$ cat config.mk
export PLATFORM = sky130hd
export DESIGN_NAME = rl_builder
export DESIGN_NICKNAME = d
export VERILOG_FILES = /design/src/rtl/rl_pkg.sv /design/src/rtl/rl_class_sort.sv /design/src/rtl/rl_walk.sv /design/src/rtl/rl_builder.sv
export SDC_FILE = /design/constraint.sdc
export NUM_CORES = 1
export LEC_CHECK = 0
export BUFFER_PORTS_ARGS = -buffer_cell sky130_fd_sc_hd__buf_2
export CORE_UTILIZATION = 25
export DETAILED_ROUTE_END_ITERATION = 8
export PLACE_DENSITY_LB_ADDON = 0.05
export SYNTH_ARGS = -nofsm -noshare
export SYNTH_HDL_FRONTEND = slang
export SYNTH_SLANG_ARGS = --single-unit
$ cat constraint.sdc
create_clock -name clk -period 2.85 [get_ports clk]
set_clock_uncertainty 0.05 [all_clocks]
set_input_delay 0.285 -clock clk [delete_from_list [all_inputs] [get_ports clk]]
set_output_delay 0.285 -clock clk [all_outputs]
set_load 0.03 [all_outputs]
$ cat src/rtl/rl_pkg.sv
package rl_pkg;

  localparam int MAXCH = 64;
  localparam int IW    = 7;

  typedef enum logic [1:0] {
    ST_IDLE = 2'd0,
    ST_RUN  = 2'd1,
    ST_FIN  = 2'd2
  } walk_st_t;

  typedef enum logic [1:0] {
    CL_HI = 2'd0,
    CL_MD = 2'd1,
    CL_LO = 2'd2
  } prio_cl_t;

  // decode of the two-bit code: 2 and 3 urgent, 1 normal, 0 relaxed
  function automatic prio_cl_t code_to_class(input logic [1:0] code);
    if (code[1])      return CL_HI;
    else if (code[0]) return CL_MD;
    else              return CL_LO;
  endfunction

  // number of set bits in a mask
  function automatic logic [IW-1:0] mask_count(input logic [MAXCH-1:0] m);
    logic [IW-1:0] n;
    n = '0;
    for (int i = 0; i < MAXCH; i++) n = n + IW'(m[i]);
    return n;
  endfunction

  // lowest set bit at or above 'from'; 0 when none exists
  function automatic logic [IW-1:0] next_set(input logic [MAXCH-1:0] m,
                                             input logic [IW-1:0]    from);
    logic [IW-1:0] r;
    r = '0;
    for (int i = MAXCH - 1; i >= 0; i--)
      if (m[i] && (IW'(i) >= from)) r = IW'(i);
    return r;
  endfunction

endpackage

$ cat src/rtl/rl_class_sort.sv
module rl_class_sort #(
  parameter int NCH = 8
) (
  input  logic [NCH-1:0]   valid_i,
  input  logic [2*NCH-1:0] prio_i,
  output logic [NCH-1:0]   hi_o,
  output logic [NCH-1:0]   md_o,
  output logic [NCH-1:0]   lo_o
);
  import rl_pkg::*;

  for (genvar g = 0; g < NCH; g++) begin : g_ch
    prio_cl_t cl;
    assign cl      = code_to_class(prio_i[2*g +: 2]);
    assign hi_o[g] = valid_i[g] && (cl == CL_HI);
    assign md_o[g] = valid_i[g] && (cl == CL_MD);
    assign lo_o[g] = valid_i[g] && (cl == CL_LO);
  end

endmodule

$ cat src/rtl/rl_walk.sv
module rl_walk #(
  parameter int NCH   = 8,
  parameter int DEPTH = 64
) (
  input  logic                       clk,
  input  logic                       rst_n,
  input  logic                       go_i,
  input  logic [NCH-1:0]             hi_i,
  input  logic [NCH-1:0]             md_i,
  input  logic [NCH-1:0]             lo_i,
  output logic                       we_o,
  output logic [$clog2(DEPTH)-1:0]   addr_o,
  output logic [$clog2(NCH)-1:0]     data_o,
  output logic [$clog2(DEPTH+1)-1:0] len_o,
  output logic                       done_o,
  output logic                       ovf_o,
  output logic                       busy_o
);
  import rl_pkg::*;

  localparam int CW = $clog2(NCH);
  localparam int AW = $clog2(DEPTH);
  localparam int LW = $clog2(DEPTH + 1);

  walk_st_t        st;
  logic [NCH-1:0]  mh, mm, ml;
  logic [IW-1:0]   nh, nm, nl;
  logic [IW-1:0]   ph, pm, pl;
  logic [IW-1:0]   hp, mp, lp;
  logic [LW-1:0]   cnt;

  logic            take_h, take_m, take_l, take;
  logic            is_last, at_cap;
  logic [IW-1:0]   pick, first_h, first_m;

  assign first_h = next_set(MAXCH'(mh), '0);
  assign first_m = next_set(MAXCH'(mm), '0);

  always_comb begin
    take_h  = (st == ST_RUN) && (ph < nh);
    take_m  = (st == ST_RUN) && !(ph < nh) && (pm < nm);
    take_l  = (st == ST_RUN) && !(ph < nh) && !(pm < nm) && (pl < nl);
    take    = take_h || take_m || take_l;
    pick    = take_h ? hp : (take_m ? mp : lp);
    is_last = (take_l && ((pl + IW'(1)) == nl))
           || (take_m && (nl == '0) && ((pm + IW'(1)) == nm))
           || (take_h && (nl == '0) && (nm == '0) && ((ph + IW'(1)) == nh));
    at_cap  = (cnt == LW'(DEPTH - 1));
  end

  always_ff @(posedge clk or negedge rst_n) begin
    if (!rst_n) begin
      st     <= ST_IDLE;
      mh     <= '0; mm <= '0; ml <= '0;
      nh     <= '0; nm <= '0; nl <= '0;
      ph     <= '0; pm <= '0; pl <= '0;
      hp     <= '0; mp <= '0; lp <= '0;
      cnt    <= '0;
      we_o   <= 1'b0;
      addr_o <= '0;
      data_o <= '0;
      done_o <= 1'b0;
      ovf_o  <= 1'b0;
    end else begin
      we_o   <= 1'b0;
      done_o <= 1'b0;
      case (st)
        ST_IDLE: if (go_i) begin
          mh  <= hi_i; mm <= md_i; ml <= lo_i;
          nh  <= mask_count(MAXCH'(hi_i));
          nm  <= mask_count(MAXCH'(md_i));
          nl  <= mask_count(MAXCH'(lo_i));
          hp  <= next_set(MAXCH'(hi_i), '0);
          mp  <= next_set(MAXCH'(md_i), '0);
          lp  <= next_set(MAXCH'(lo_i), '0);
          ph  <= '0; pm <= '0; pl <= '0;
          cnt <= '0;
          ovf_o <= 1'b0;
          st  <= ST_RUN;
        end
        ST_RUN: begin
          if (!take) begin
            st <= ST_FIN;
          end else begin
            we_o   <= 1'b1;
            addr_o <= cnt[AW-1:0];
            data_o <= pick[CW-1:0];
            cnt    <= cnt + LW'(1);
            if (take_h) begin
              ph <= ph + IW'(1);
              hp <= next_set(MAXCH'(mh), hp + IW'(1));
            end else if (take_m) begin
              pm <= pm + IW'(1);
              mp <= next_set(MAXCH'(mm), mp + IW'(1));
              if ((pm + IW'(1)) < nm) begin
                ph <= '0;
                hp <= first_h;
              end
            end else begin
              pl <= pl + IW'(1);
              lp <= next_set(MAXCH'(ml), lp + IW'(1));
              pm <= '0; mp <= first_m;
              ph <= '0; hp <= first_h;
            end
            if (is_last) begin
              st <= ST_FIN;
            end else if (at_cap) begin
              ovf_o <= 1'b1;
              st    <= ST_FIN;
            end
          end
        end
        ST_FIN: begin
          done_o <= 1'b1;
          st     <= ST_IDLE;
        end
        default: st <= ST_IDLE;
      endcase
    end
  end

  assign len_o  = cnt;
  assign busy_o = (st != ST_IDLE);

endmodule

$ cat src/rtl/rl_builder.sv
module rl_builder #(
  parameter int NCH   = 8,
  parameter int DEPTH = 64
) (
  input  logic                       clk,
  input  logic                       rst_n,
  input  logic [NCH-1:0]             chan_valid,
  input  logic [2*NCH-1:0]           chan_prio,
  input  logic                       build_go,
  output logic                       rl_we,
  output logic [$clog2(DEPTH)-1:0]   rl_addr,
  output logic [$clog2(NCH)-1:0]     rl_data,
  output logic [$clog2(DEPTH+1)-1:0] rl_len,
  output logic                       build_done,
  output logic                       build_ovf
);

  logic [NCH-1:0] cls_hi, cls_md, cls_lo;
  logic           walk_busy;

  rl_class_sort #(.NCH(NCH)) u_sort (
    .valid_i (chan_valid),
    .prio_i  (chan_prio),
    .hi_o    (cls_hi),
    .md_o    (cls_md),
    .lo_o    (cls_lo)
  );

  rl_walk #(.NCH(NCH), .DEPTH(DEPTH)) u_walk (
    .clk    (clk),
    .rst_n  (rst_n),
    .go_i   (build_go),
    .hi_i   (cls_hi),
    .md_i   (cls_md),
    .lo_i   (cls_lo),
    .we_o   (rl_we),
    .addr_o (rl_addr),
    .data_o (rl_data),
    .len_o  (rl_len),
    .done_o (build_done),
    .ovf_o  (build_ovf),
    .busy_o (walk_busy)
  );

endmodule

# --- Word-level counts from Yosys, hierarchy flattened ---
# Index checks and enable logic that the tools add are counted.
op_classes:
  n_reduce_logical: 85
  order_cmp: 28
  n_eq_ne: 30
  add_sub_neg: 28
  n_mux: 127
op_table:
  columns: ["operator", "count"]
  rows:
  - ["2-to-1 mux 7 bit", 39]
  - ["2-to-1 mux 3 bit", 52]
  - ["adder 7 x 1 -> 7 bit", 18]
  - ["case mux 7 bit (2 select lines)", 7]
  - [">= comparator 3 x 7 -> 1 bit, first input constant", 12]
  - ["logical AND 1 bit", 59]
  - ["adder 7 x 1 -> 7 bit, second input constant", 7]
  - [">= comparator 1 x 7 -> 1 bit, first input constant", 6]
  - [">= comparator 2 x 7 -> 1 bit, first input constant", 6]
  - ["2-to-1 mux 2 bit", 20]
  - ["< comparator 7 bit", 4]
  - ["equality test 7 bit", 3]
  - ["equality test 2 x 1 -> 1 bit, second input constant", 9]
  - ["equality test 2 bit, second input constant", 9]
  - ["logical NOT 2 bit", 9]
  - ["logical NOT 7 bit", 2]
  - ["AND reduction 5 bit", 2]
  - ["inequality test 2 bit, second input constant", 4]
  - ["AND reduction 4 bit", 2]
  - ["equality test 7 x 6 -> 1 bit, second input constant", 1]
  - ["2-to-1 mux 1 bit", 7]
  - ["adder 1 x 1 -> 2 bit", 3]
  - ["AND reduction 2 bit", 3]
  - ["logical OR 1 bit", 4]
  - ["8 further kinds", 10]
word_totals:
  output_inout_bits: 19
  elab_cells: 317
  regBits: 108

# --- Longest topological paths before layout ---
# Gate-level depths: netlist of run 1.
depth:
  word_depth: 15
  mapped_depth: 13
  mapped_depth_nobuf: 13

# --- By module ---
# Synthesis of run 1 repeated with hierarchy kept, for this count alone.
unflattened:
  cells_unflattened: 671
  hier_area_um2: 6138.4
modules_own_cells:
  columns: ["module", "instances", "cells_each", "area_each_um2"]
  rows:
  - ["rl_walk", 1, 647, 5909.4]
  - ["rl_class_sort", 1, 24, 229.0]

# --- Worst setup path after synthesis of run 1 ---
# OpenSTA, ideal clock, no wires.
synth_timing:
  path_kind: "in2reg"
  start: "in chan_prio[5]"
  end: "reg u_walk.nl[1]"
  setup_slack_ps: -163
  cell_stages: 9
  n_path_buf: 1
  setup_time_ps: 83
  arrival_ps: 2880
  cell_sequence: "or3b_2 > clkbuf_1 > fa_1 > fa_1 > inv_1 > fa_1 > inv_1 > fa_1 > o21ai_0"
synth_via:
  elab_chain_cells: 9
synth_rtl:
  columns: ["item", "line_no", "text"]
  rows:
  - ["from (decl)", "rl_builder.sv:8", "input logic [2*NCH-1:0] chan_prio,"]
  - ["2-to-1 mux 2 bit", "rl_pkg.sv:20", "if (code[1]) return CL_HI;"]
  - ["equality test 2 bit", "rl_class_sort.sv:17", "assign lo_o[g] = valid_i[g] && (cl == CL_LO);"]
  - ["logical AND 1 bit", "rl_class_sort.sv:17", null]
  - ["adder 7 x 1 -> 7 bit (6 in a row)", "rl_pkg.sv:29", "for (int i = 0; i < MAXCH; i++) n = n + IW'(m[i]);"]
  - ["to (signal assigned)", "rl_walk.sv:72", "nl <= mask_count(MAXCH'(lo_i));"]
  - ["to (decl)", "rl_walk.sv:27", "logic [IW-1:0] nh, nm, nl;"]
# Every way passes these cells.
# A chain may end at the register's enable or synchronous reset.

# --- Worst setup path after layout of run 1 ---
layout_timing:
  start: "in chan_prio[3]"
  end: "reg u_walk.nh[1]"
layout_via:
  elab_chain_cells: 10
layout_rtl:
  columns: ["item", "line_no", "text"]
  rows:
  - ["2-to-1 mux 2 bit", "rl_pkg.sv:20", null]
  - ["logical NOT 2 bit", "rl_class_sort.sv:15", "assign hi_o[g] = valid_i[g] && (cl == CL_HI);"]
  - ["logical AND 1 bit", "rl_class_sort.sv:15", null]
  - ["via cls_hi[1]", "rl_builder.sv:18", "logic [NCH-1:0] cls_hi, cls_md, cls_lo;"]
  - ["adder 1 x 1 -> 2 bit", "rl_pkg.sv:29", null]
  - ["adder 7 x 1 -> 7 bit (6 in a row)", "rl_pkg.sv:29", null]
  - ["to (signal assigned)", "rl_walk.sv:70", "nh <= mask_count(MAXCH'(hi_i));"]
  - ["to (decl)", "rl_walk.sv:27", null]
# The timed path passes the listed nets, and every way through them passes these cells.

==> results of run 1 <==
==> cell usage in the layout (no fill, tap or decap), types with 5 or more instances in the layout <==
cell type	Yosys	layout
nand2_1	112	111
dfrtp_1	87	87
o21ai_0	70	68
inv_1	56	55
buf_4	0	48
buf_2	2	44
ha_1	41	41
nor2_1	38	38
nand3_1	21	21
a21oi_1	21	21
nor2b_1	16	16
xnor2_1	14	14
and2_1	12	12
a31oi_1	11	11
fa_1	12	11
nand2b_1	10	10
o211ai_1	10	10
or3b_2	9	9
nor3_1	9	9
clkbuf_16	0	9
nand3b_1	8	8
xor2_1	8	8
o31ai_1	8	8
a211oi_1	7	7
a21boi_0	6	6
mux2_2	5	5
nand4_1	5	5
o22ai_1	5	5
mux2i_1	5	5
==> what timing repair did <==
item / 4_1_cts / 5_1_grt
endpoints found under the setup margin: 0 / 3
gates resized for setup: 0 / 3
hold buffers: 1 / 0
hold endpoints to repair: 39 / 0
==> logic make-up (layout without fill, tap and decap cells) <==
family | count (synthesis) | count (layout) | synth area share
and+or+nand+nor | 259 | 259 | 0.208
AOI/OAI and AO/OA | 189 | 189 | 0.209
DFF | 87 | 87 | 0.360
buffers and inverters | 78 | 165 | 0.0488
adders and majority gates | 53 | 53 | 0.125
xor gates and xnor gates | 22 | 22 | 0.0319
muxes | 10 | 10 | 0.0176
==> worst paths after layout <==
check	depth (start not counted)	slack, ps	start	to
max in group asynchronous	3	1560	rst_n	u_walk.mh[1]$_DFFE_PN0P_
worst min register to register	2	420	u_walk.addr_o[3]$_DFFE_PN0P_	u_walk.addr_o[3]$_DFFE_PN0P_
min in group asynchronous	2	420	rst_n	u_walk.len_o[6]$_DFFE_PN0P_
worst max-delay path	12	150	chan_prio[3]	u_walk.nh[1]$_DFFE_PN0P_
worst max register to register	7	220	u_walk.hp[1]$_DFFE_PN0P_	u_walk.hp[2]$_DFFE_PN0P_
worst min-delay path	3	240	chan_prio[10]	u_walk.mm[5]$_DFFE_PN0P_
==> worst max-delay path, stage by stage <==
cell and delay, ps:
buf_2 120, nand2_1 80, inv_1 60, ha_1 320, inv_1 70, fa_1 420
fa_1 490, inv_1 50, fa_1 380, inv_1 90, fa_1 400, o21ai_0 160
==> flip-flops by register name, indices dropped and copies added, names as in the netlist, 4 cells and up <==
name,flops
u_walk.nh,4
u_walk.nl,4
u_walk.ml,8
u_walk.ph,7
u_walk.mh,8
u_walk.addr_o,6
u_walk.pl,7
u_walk.mm,8
u_walk.len_o,7
u_walk.nm,4
u_walk.pm,7
==> where the power goes <==
part | internal, uW | leakage (uW) | switching (uW)
sequential | 1600 | 0.00116 | 431
clock | 621 | 0.000147 | 598
combinational | 1660 | 0.00212 | 2530
total | 3890 | 0.00343 | 3550
==> area by class of cell <==
type / instances / area, um^2
Multi-Input combinational cell: 533 / 3610
Clock inverter: 7 / 73.8
Fill cell: 2526 / 16300
Inverter: 56 / 210
Clock buffer: 9 / 225
Sequential cell: 87 / 2180
Timing Repair Buffer: 93 / 591
Tap cell: 319 / 399
==> per-stage QoR <==
step / area [um^2] / utilization / instances / power, uW / TNS, ps
global route: 7290 / 0.309 / 1104 / 8130 / -14.0
floorplan: 6070 / - / 698 / 4660 / -45.8
global placement: 6960 / 0.295 / 1087 / 6230 / -798
CTS: 7270 / 0.308 / 1104 / 7520 / 0
detailed placement: 6960 / 0.295 / 1087 / 6250 / -1160
finish: 7290 / 0.309 / 1104 / 7440 / 0
==> layer usage <==
metal	vias up	share of wire	wire length [um]
met4	0	0.015	274
met2	99	0.44	8220
met1	2477	0.51	9370
li1	2626	-	-
met3	16	0.034	626
met5	-	0	0
==> impl_metrics.toml, run 1 <==
[grt]
use_met3 = 0.0286
overflow = 0
grt_pass1_wl_um = 30200
grt_util_met2 = 0.253
grt_antenna_before_repair = 0
met1_usage = 0.225
grt_pass1_vias = 5277
grt_max_degree = 42
grt_usage = 0.162
top_usage_layer = "met2"

[routing]
vias_per_cell = 4.73
num_vias = 5218
ant_nets = 0
drc_errors = 0
wire_per_inst_um = 16.7
drt_wl_total_um = 18500
drt_iter0_markers = 218
first_pass_iters = 5

[placement]
io_buffers = 45
dp_slack_ps = -244
place_congestion = 0.841
dp.final_hpwl_um = 14500

[critical_path]
path_max_fanout = 3
cp-start-kind = "input port"
critPathArrivalTime_ps = 2930
crit_type = "input port to register"
endpoint_kind = "register"
required_ps = 3070

[synthesis]
ys_seq_area_frac = 0.360
synth.most_common_cell = "nand2_1"
synth.cell_area_um2 = 6050
synth_warnings = 0
synth_top_area_share = 0.360
synth_nets = 778
synth_edf_count = 0
async_flop_share = 1.00
netlist_top_cells_count = "112 x nand2_1, 87 x dfrtp_1, 70 x o21ai_0, 56 x inv_1, 41 x ha_1"
avgSynthCellArea_um2 = 8.67
syn_inst = 698
ys_types = 69
ys.flop_type = "dfrtp_1"
synth-seq-cells = 87
synthTopCellsByArea = "dfrtp_1 36%, ha_1 8.5%, nand2_1 7.0%"
yosysTopAreaCell = "dfrtp_1"

[timing]
worstMarginPinSlew_ps = 683
rsz0062_at_grt = "true"
post-route-period-util = 0.948
relSlewSlack = 0.539
final_hold_viol_count = 0
setup_violations = 0
period_needed_ps = 2700
maxSlewViolCount = 0
fmax_mhz = 370
fin_hold_ws_ps = 240
fin_ws_ps = 148

[clock_tree]
post_cts_buffers = 0
path_clk_slew_ps = 80
clk_latency_ps = 360
cts_tree = "done"
numCtsBuffers = 9
cts_buffer_depth = 2
clock_sinks = 87
cts_htree_levels = 3
cts_root_buf = "clkbuf_16"

[floorplanning]
chipHeight_um = 158
core_um2 = 23600
placementRows = 56
pin_count = 46
die_w_um = 158
die_area_um2 = 24800
initial_core_util = 0.256

[layout]
antenna_cells = 0
fin_nets = 860
drive_above_1_share = 0.172
syn_to_final_growth_pct = 20.5

[power_and_ir_drop]
ir_drop_uv = 387
leakagePower_uw = 0.00343
power-per-cell-area_nw_per_um2 = 1020

[min_path]
hold_class = "input port to register"

[flow_run]
drv_cap = 0

[run_status]
outcome = "completed"
No activity file was read; power rests on OpenSTA's default activity.
==> run 2: changes to the inputs <==
--- a/config.mk
+++ b/config.mk
@@ -6,6 +6,8 @@
 export NUM_CORES = 1
 export LEC_CHECK = 0
 export BUFFER_PORTS_ARGS = -buffer_cell sky130_fd_sc_hd__buf_2
+export CELL_PAD_IN_SITES_DETAIL_PLACEMENT = 0
+export CELL_PAD_IN_SITES_GLOBAL_PLACEMENT = 1
 export CORE_UTILIZATION = 25
 export DETAILED_ROUTE_END_ITERATION = 8
 export PLACE_DENSITY_LB_ADDON = 0.05
==> impl_metrics.toml, run 2 (synthesis results as in run 1) <==
[run_status]
outcome = "completed"

[layout]
design_area_um2 = 7310
drive_above_1_share = 0.172
reg.largest.list = "u_walk.mh (8), u_walk.ml (8), u_walk.mm (8)"
antenna_cells = 0
final_common_cell = "nand2_1"
mostFrequentLayoutCells = "111 x nand2_1, 87 x dfrtp_1, 68 x o21ai_0, 54 x inv_1, 46 x buf_4"
fin_nets = 859
syn_to_final_growth_pct = 20.8

[grt]
grt_usage = 0.162
grt_pass1_vias = 5283
grt_pass1_wl_um = 30400
overflow = 0
grt_max_degree = 49
grt_antenna_before_repair = 0

[critical_path]
cp-start-kind = "input port"
crit_type = "input port to register"
critPathArrivalTime_ps = 2950
path_max_fanout = 3
endpoint_kind = "register"
required_ps = 3060

[timing]
period_needed_ps = 2740
rsz0062_at_grt = "false"
final_hold_viol_count = 0
maxSlewViolCount = 0
fmax_mhz = 365
worstMarginPinSlew_ps = 586
setup_violations = 0
relSlewSlack = 0.605
post-route-period-util = 0.960

[clock_tree]
cts_root_buf = "clkbuf_16"
clk_latency_ps = 350
numCtsBuffers = 9
cts_buffer_depth = 2
path_clk_slew_ps = 70
clock_sinks = 87
cts_tree = "done"
cts_htree_levels = 3

[routing]
ant_nets = 0
drt_iter0_markers = 195
vias_per_cell = 4.78
drt_wl_total_um = 18600
drc_errors = 0
first_pass_iters = 5
num_vias = 5271
wire_per_inst_um = 16.8

[placement]
place_congestion = 0.837
io_buffers = 45
dp.final_hpwl_um = 14500
placed_area_um2 = 6960

[power_and_ir_drop]
power-per-cell-area_nw_per_um2 = 1040
leakagePower_uw = 0.00344
total_power_uw = 7580
ir_drop_uv = 321

[flow_run]
drv_cap = 0

[floorplanning]
core_um2 = 23600
placementRows = 56
initial_core_util = 0.256
die_w_um = 158
die_area_um2 = 24800
chipHeight_um = 158
pin_count = 46

[min_path]
hold_class = "input port to register"
## run 2: cell count changes in the layout (fill, tap and decap cells not counted), moves of 2 or more
cell and delta:
bufinv_16 +2, inv_6 +2, inv_8 -2, buf_4 -2, clkinv_4 -2
## run 2: per-stage QoR
step | setup slack, ps | std cells | setup TNS (ps) | hold slack, ps | util
after floorplan | -28.0 | 698 | -45.8 | -60.6 | -
after global placement | -208 | 1085 | -762 | 273 | 0.295
after detailed placement | -247 | 1085 | -1070 | 284 | 0.295
after CTS | 108 | 1102 | 0 | 244 | 0.309
after global routing | 6.87 | 1103 | 0 | 254 | 0.310
final | 113 | 1103 | 0 | 255 | 0.310
## run 2: worst paths after layout
path	startpoint	endpoint	slack (ps)	cells past startpoint
max	chan_prio[1]	u_walk.nm[1]$_DFFE_PN0P_	110	12
min	chan_prio[7]	u_walk.mh[3]$_DFFE_PN0P_	260	3
max reg2reg	u_walk.ph[1]$_DFFE_PN0P_	u_walk.hp[1]$_DFFE_PN0P_	170	8
min reg2reg	u_walk.addr_o[3]$_DFFE_PN0P_	u_walk.addr_o[3]$_DFFE_PN0P_	420	2
max in group asynchronous	rst_n	u_walk.mh[0]$_DFFE_PN0P_	1640	3
min in group asynchronous	rst_n	u_walk.pl[2]$_DFFE_PN0P_	420	2
## run 2: routing by layer
| layer | track usage | part of all wire |
|---|---|---|
| met5 | 0 | 0 |
| met4 | 0.0444 | 0.011 |
| met3 | 0.0168 | 0.025 |
| met2 | 0.251 | 0.44 |
| met1 | 0.238 | 0.53 |
## run 2: repair_timing
action,in CTS,in global routing
setup buffers,0,1
setup endpoints to repair,0,6
endpoints found under the hold margin,39,0
hold buffers,1,0
resized for setup,0,4
## run 2: critical path: stages
cell      delay (ps)
buf_2            120
nand3b_1         180
inv_1             90
ha_1             220
inv_1             60
fa_1             420
fa_1             490
inv_1             50
fa_1             380
inv_1             80
fa_1             400
o21ai_0          160
## run 2: where the power goes
group	switching (uW)	internal, uW
logic	2570	1640
registers	421	1600
clock network	561	781
total	3550	4020
## run 2: final cells by class
type | count | area [um^2]
Multi-Input combinational cell | 533 | 3600
Clock inverter | 7 | 100
Timing Repair Buffer | 92 | 596
Tap cell | 319 | 399
Clock buffer | 9 | 225
Fill cell | 2518 | 16300
Sequential cell | 87 | 2180
Inverter | 56 | 210
==> run 3: changes to the inputs <==
--- a/config.mk
+++ b/config.mk
@@ -8,7 +8,7 @@
 export BUFFER_PORTS_ARGS = -buffer_cell sky130_fd_sc_hd__buf_2
 export CELL_PAD_IN_SITES_DETAIL_PLACEMENT = 0
 export CELL_PAD_IN_SITES_GLOBAL_PLACEMENT = 1
-export CORE_UTILIZATION = 25
+export CORE_UTILIZATION = 47
 export DETAILED_ROUTE_END_ITERATION = 8
 export PLACE_DENSITY_LB_ADDON = 0.05
 export SYNTH_ARGS = -nofsm -noshare
==> impl_metrics.toml, run 3 (synthesis results as in run 1) <==
[timing]
setup_violations = 0
worstMarginPinSlew_ps = 700
relSlewSlack = 0.527
rsz0062_at_grt = "false"
final_hold_viol_count = 0
period_needed_ps = 2700
fmax_mhz = 371
maxSlewViolCount = 0
fin_hold_ws_ps = 252
post-route-period-util = 0.947
finalSetupTns_ps = 0

[clock_tree]
cts_root_buf = "clkbuf_16"
cts_htree_levels = 3
post_cts_buffers = 0
path_clk_slew_ps = 70
clk_latency_ps = 340
cts_tree = "done"
numCtsBuffers = 9
clock_sinks = 87
cts_buffer_depth = 2

[floorplanning]
placementRows = 41
die_w_um = 115
pin_count = 46
core_um2 = 12600
initial_core_util = 0.481
die_area_um2 = 13300
chipHeight_um = 115

[routing]
drt_wl_total_um = 15700
first_pass_iters = 4
drt_iter0_markers = 401
num_vias = 5283
ant_nets = 0
wire_per_inst_um = 16.5
drc_errors = 0
vias_per_cell = 5.54

[critical_path]
r2r_slack_ps = 180
crit_type = "input port to register"
r2r_start = "u_walk.pm[1]$_DFFE_PN0P_"
cp-start-kind = "input port"
path_max_fanout = 3
endpoint_kind = "register"
critPathArrivalTime_ps = 2910
required_ps = 3060
r2r_end = "u_walk.hp[2]$_DFFE_PN0P_"
rr_worst_depth = 9

[layout]
final_common_cell = "nand2_1"
mostFrequentLayoutCells = "111 x nand2_1, 87 x dfrtp_1, 68 x o21ai_0, 55 x inv_1"
syn_to_final_growth_pct = 17.6
antenna_cells = 0
postLayoutCoreUtil = 0.566
reg.largest.list = "u_walk.mh (8), u_walk.ml (8), u_walk.mm (8)"
fin_nets = 857
drive_above_1_share = 0.169
fillers = 1175

[placement]
io_buffers = 45
place_congestion = 0.847
dp.final_hpwl_um = 12300

[power_and_ir_drop]
leakagePower_uw = 0.00343
power-per-cell-area_nw_per_um2 = 1040
ir_drop_uv = 366

[min_path]
min_from = "chan_prio[7]"
hold_class = "input port to register"
holdPathEnd = "u_walk.mh[3]$_DFFE_PN0P_"
min_delay_path_depth = 3

[grt]
overflow = 0
grt_pass1_wl_um = 26200
grt_pass1_vias = 5071
grt_usage = 0.256
grt_max_degree = 59
grt_antenna_before_repair = 0

[flow_run]
drv_cap = 0

[run_status]
outcome = "completed"
[run 3: cell count changes in the layout (fill, tap and decap cells not counted), sizes merged]
cell	previous run	this run
buf	91	89
inv	60	58
clkbuf	9	10
clkinv	1	2
[run 3: critical path, cell delays in order]
cell,delay [ps]
buf_2,110
nor3b_2,160
ha_1,290
inv_1,60
fa_1,570
fa_1,410
inv_1,80
fa_2,220
inv_2,40
fa_1,370
xnor2_1,180
nand2_1,70
o21ai_0,80
[run 3: worst max path at each step]
stage,slack (ps),cells past startpoint,start,end
after floorplan,-30,9,chan_prio[5],u_walk.nl[1]$_DFFE_PN0P_
after global placement,-190,12,chan_prio[1],u_walk.nm[1]$_DFFE_PN0P_
after detailed placement,-240,12,chan_prio[1],u_walk.nm[1]$_DFFE_PN0P_
after CTS,120,12,chan_prio[1],u_walk.nm[1]$_DFFE_PN0P_
after global routing,20,8,u_walk.pm[2]$_DFFE_PN0P_,u_walk.st[0]$_DFFE_PN0P_
final,150,13,chan_valid[1],u_walk.nl[2]$_DFFE_PN0P_
[run 3: per-layer routing]
metal  wire length [um]  vias up  part of all wire  GRT usage
li1                   -     2630                 -          -
met1               7770     2526              0.49      0.363
met2               7030      107              0.45      0.398
met3                483       20             0.031     0.0282
met4                459        0             0.029      0.109
met5                  0        -                 0          0
[run 3: through the flow]
step	power (uW)	cell area [um^2]	cells	setup WS, ps
2_1_floorplan	4660	6070	698	-28.0
3_3_place_gp	6040	6770	937	-192
3_5_place_dp	6100	6770	937	-239
4_1_cts	7450	7110	954	123
5_1_grt	8030	7110	954	16.0
6_report	7420	7110	954	151
[run 3: cell type report]
class / instances / area (um^2) / area share
timing repair buffer: 90 / 581 / 0.0816
clock buffer: 10 / 239 / 0.0336
sequential: 87 / 2180 / 0.306
inverter: 56 / 210 / 0.0296
tap: 172 / 215 / 0.0303
clock inverter: 6 / 91.3 / 0.0128
multi-input combinational: 533 / 3600 / 0.506
[run 3: what timing repair did]
item,CTS,global route
setup endpoints to repair,0,1
hold buffers,1,0
endpoints found under the hold margin,42,0
resized for setup,0,2
[run 3: power by group]
group          leakage [uW]  internal (uW)  switching [uW]
clock              0.000163            799             513
combinational       0.00211           1650            2460
sequential          0.00116           1600             400
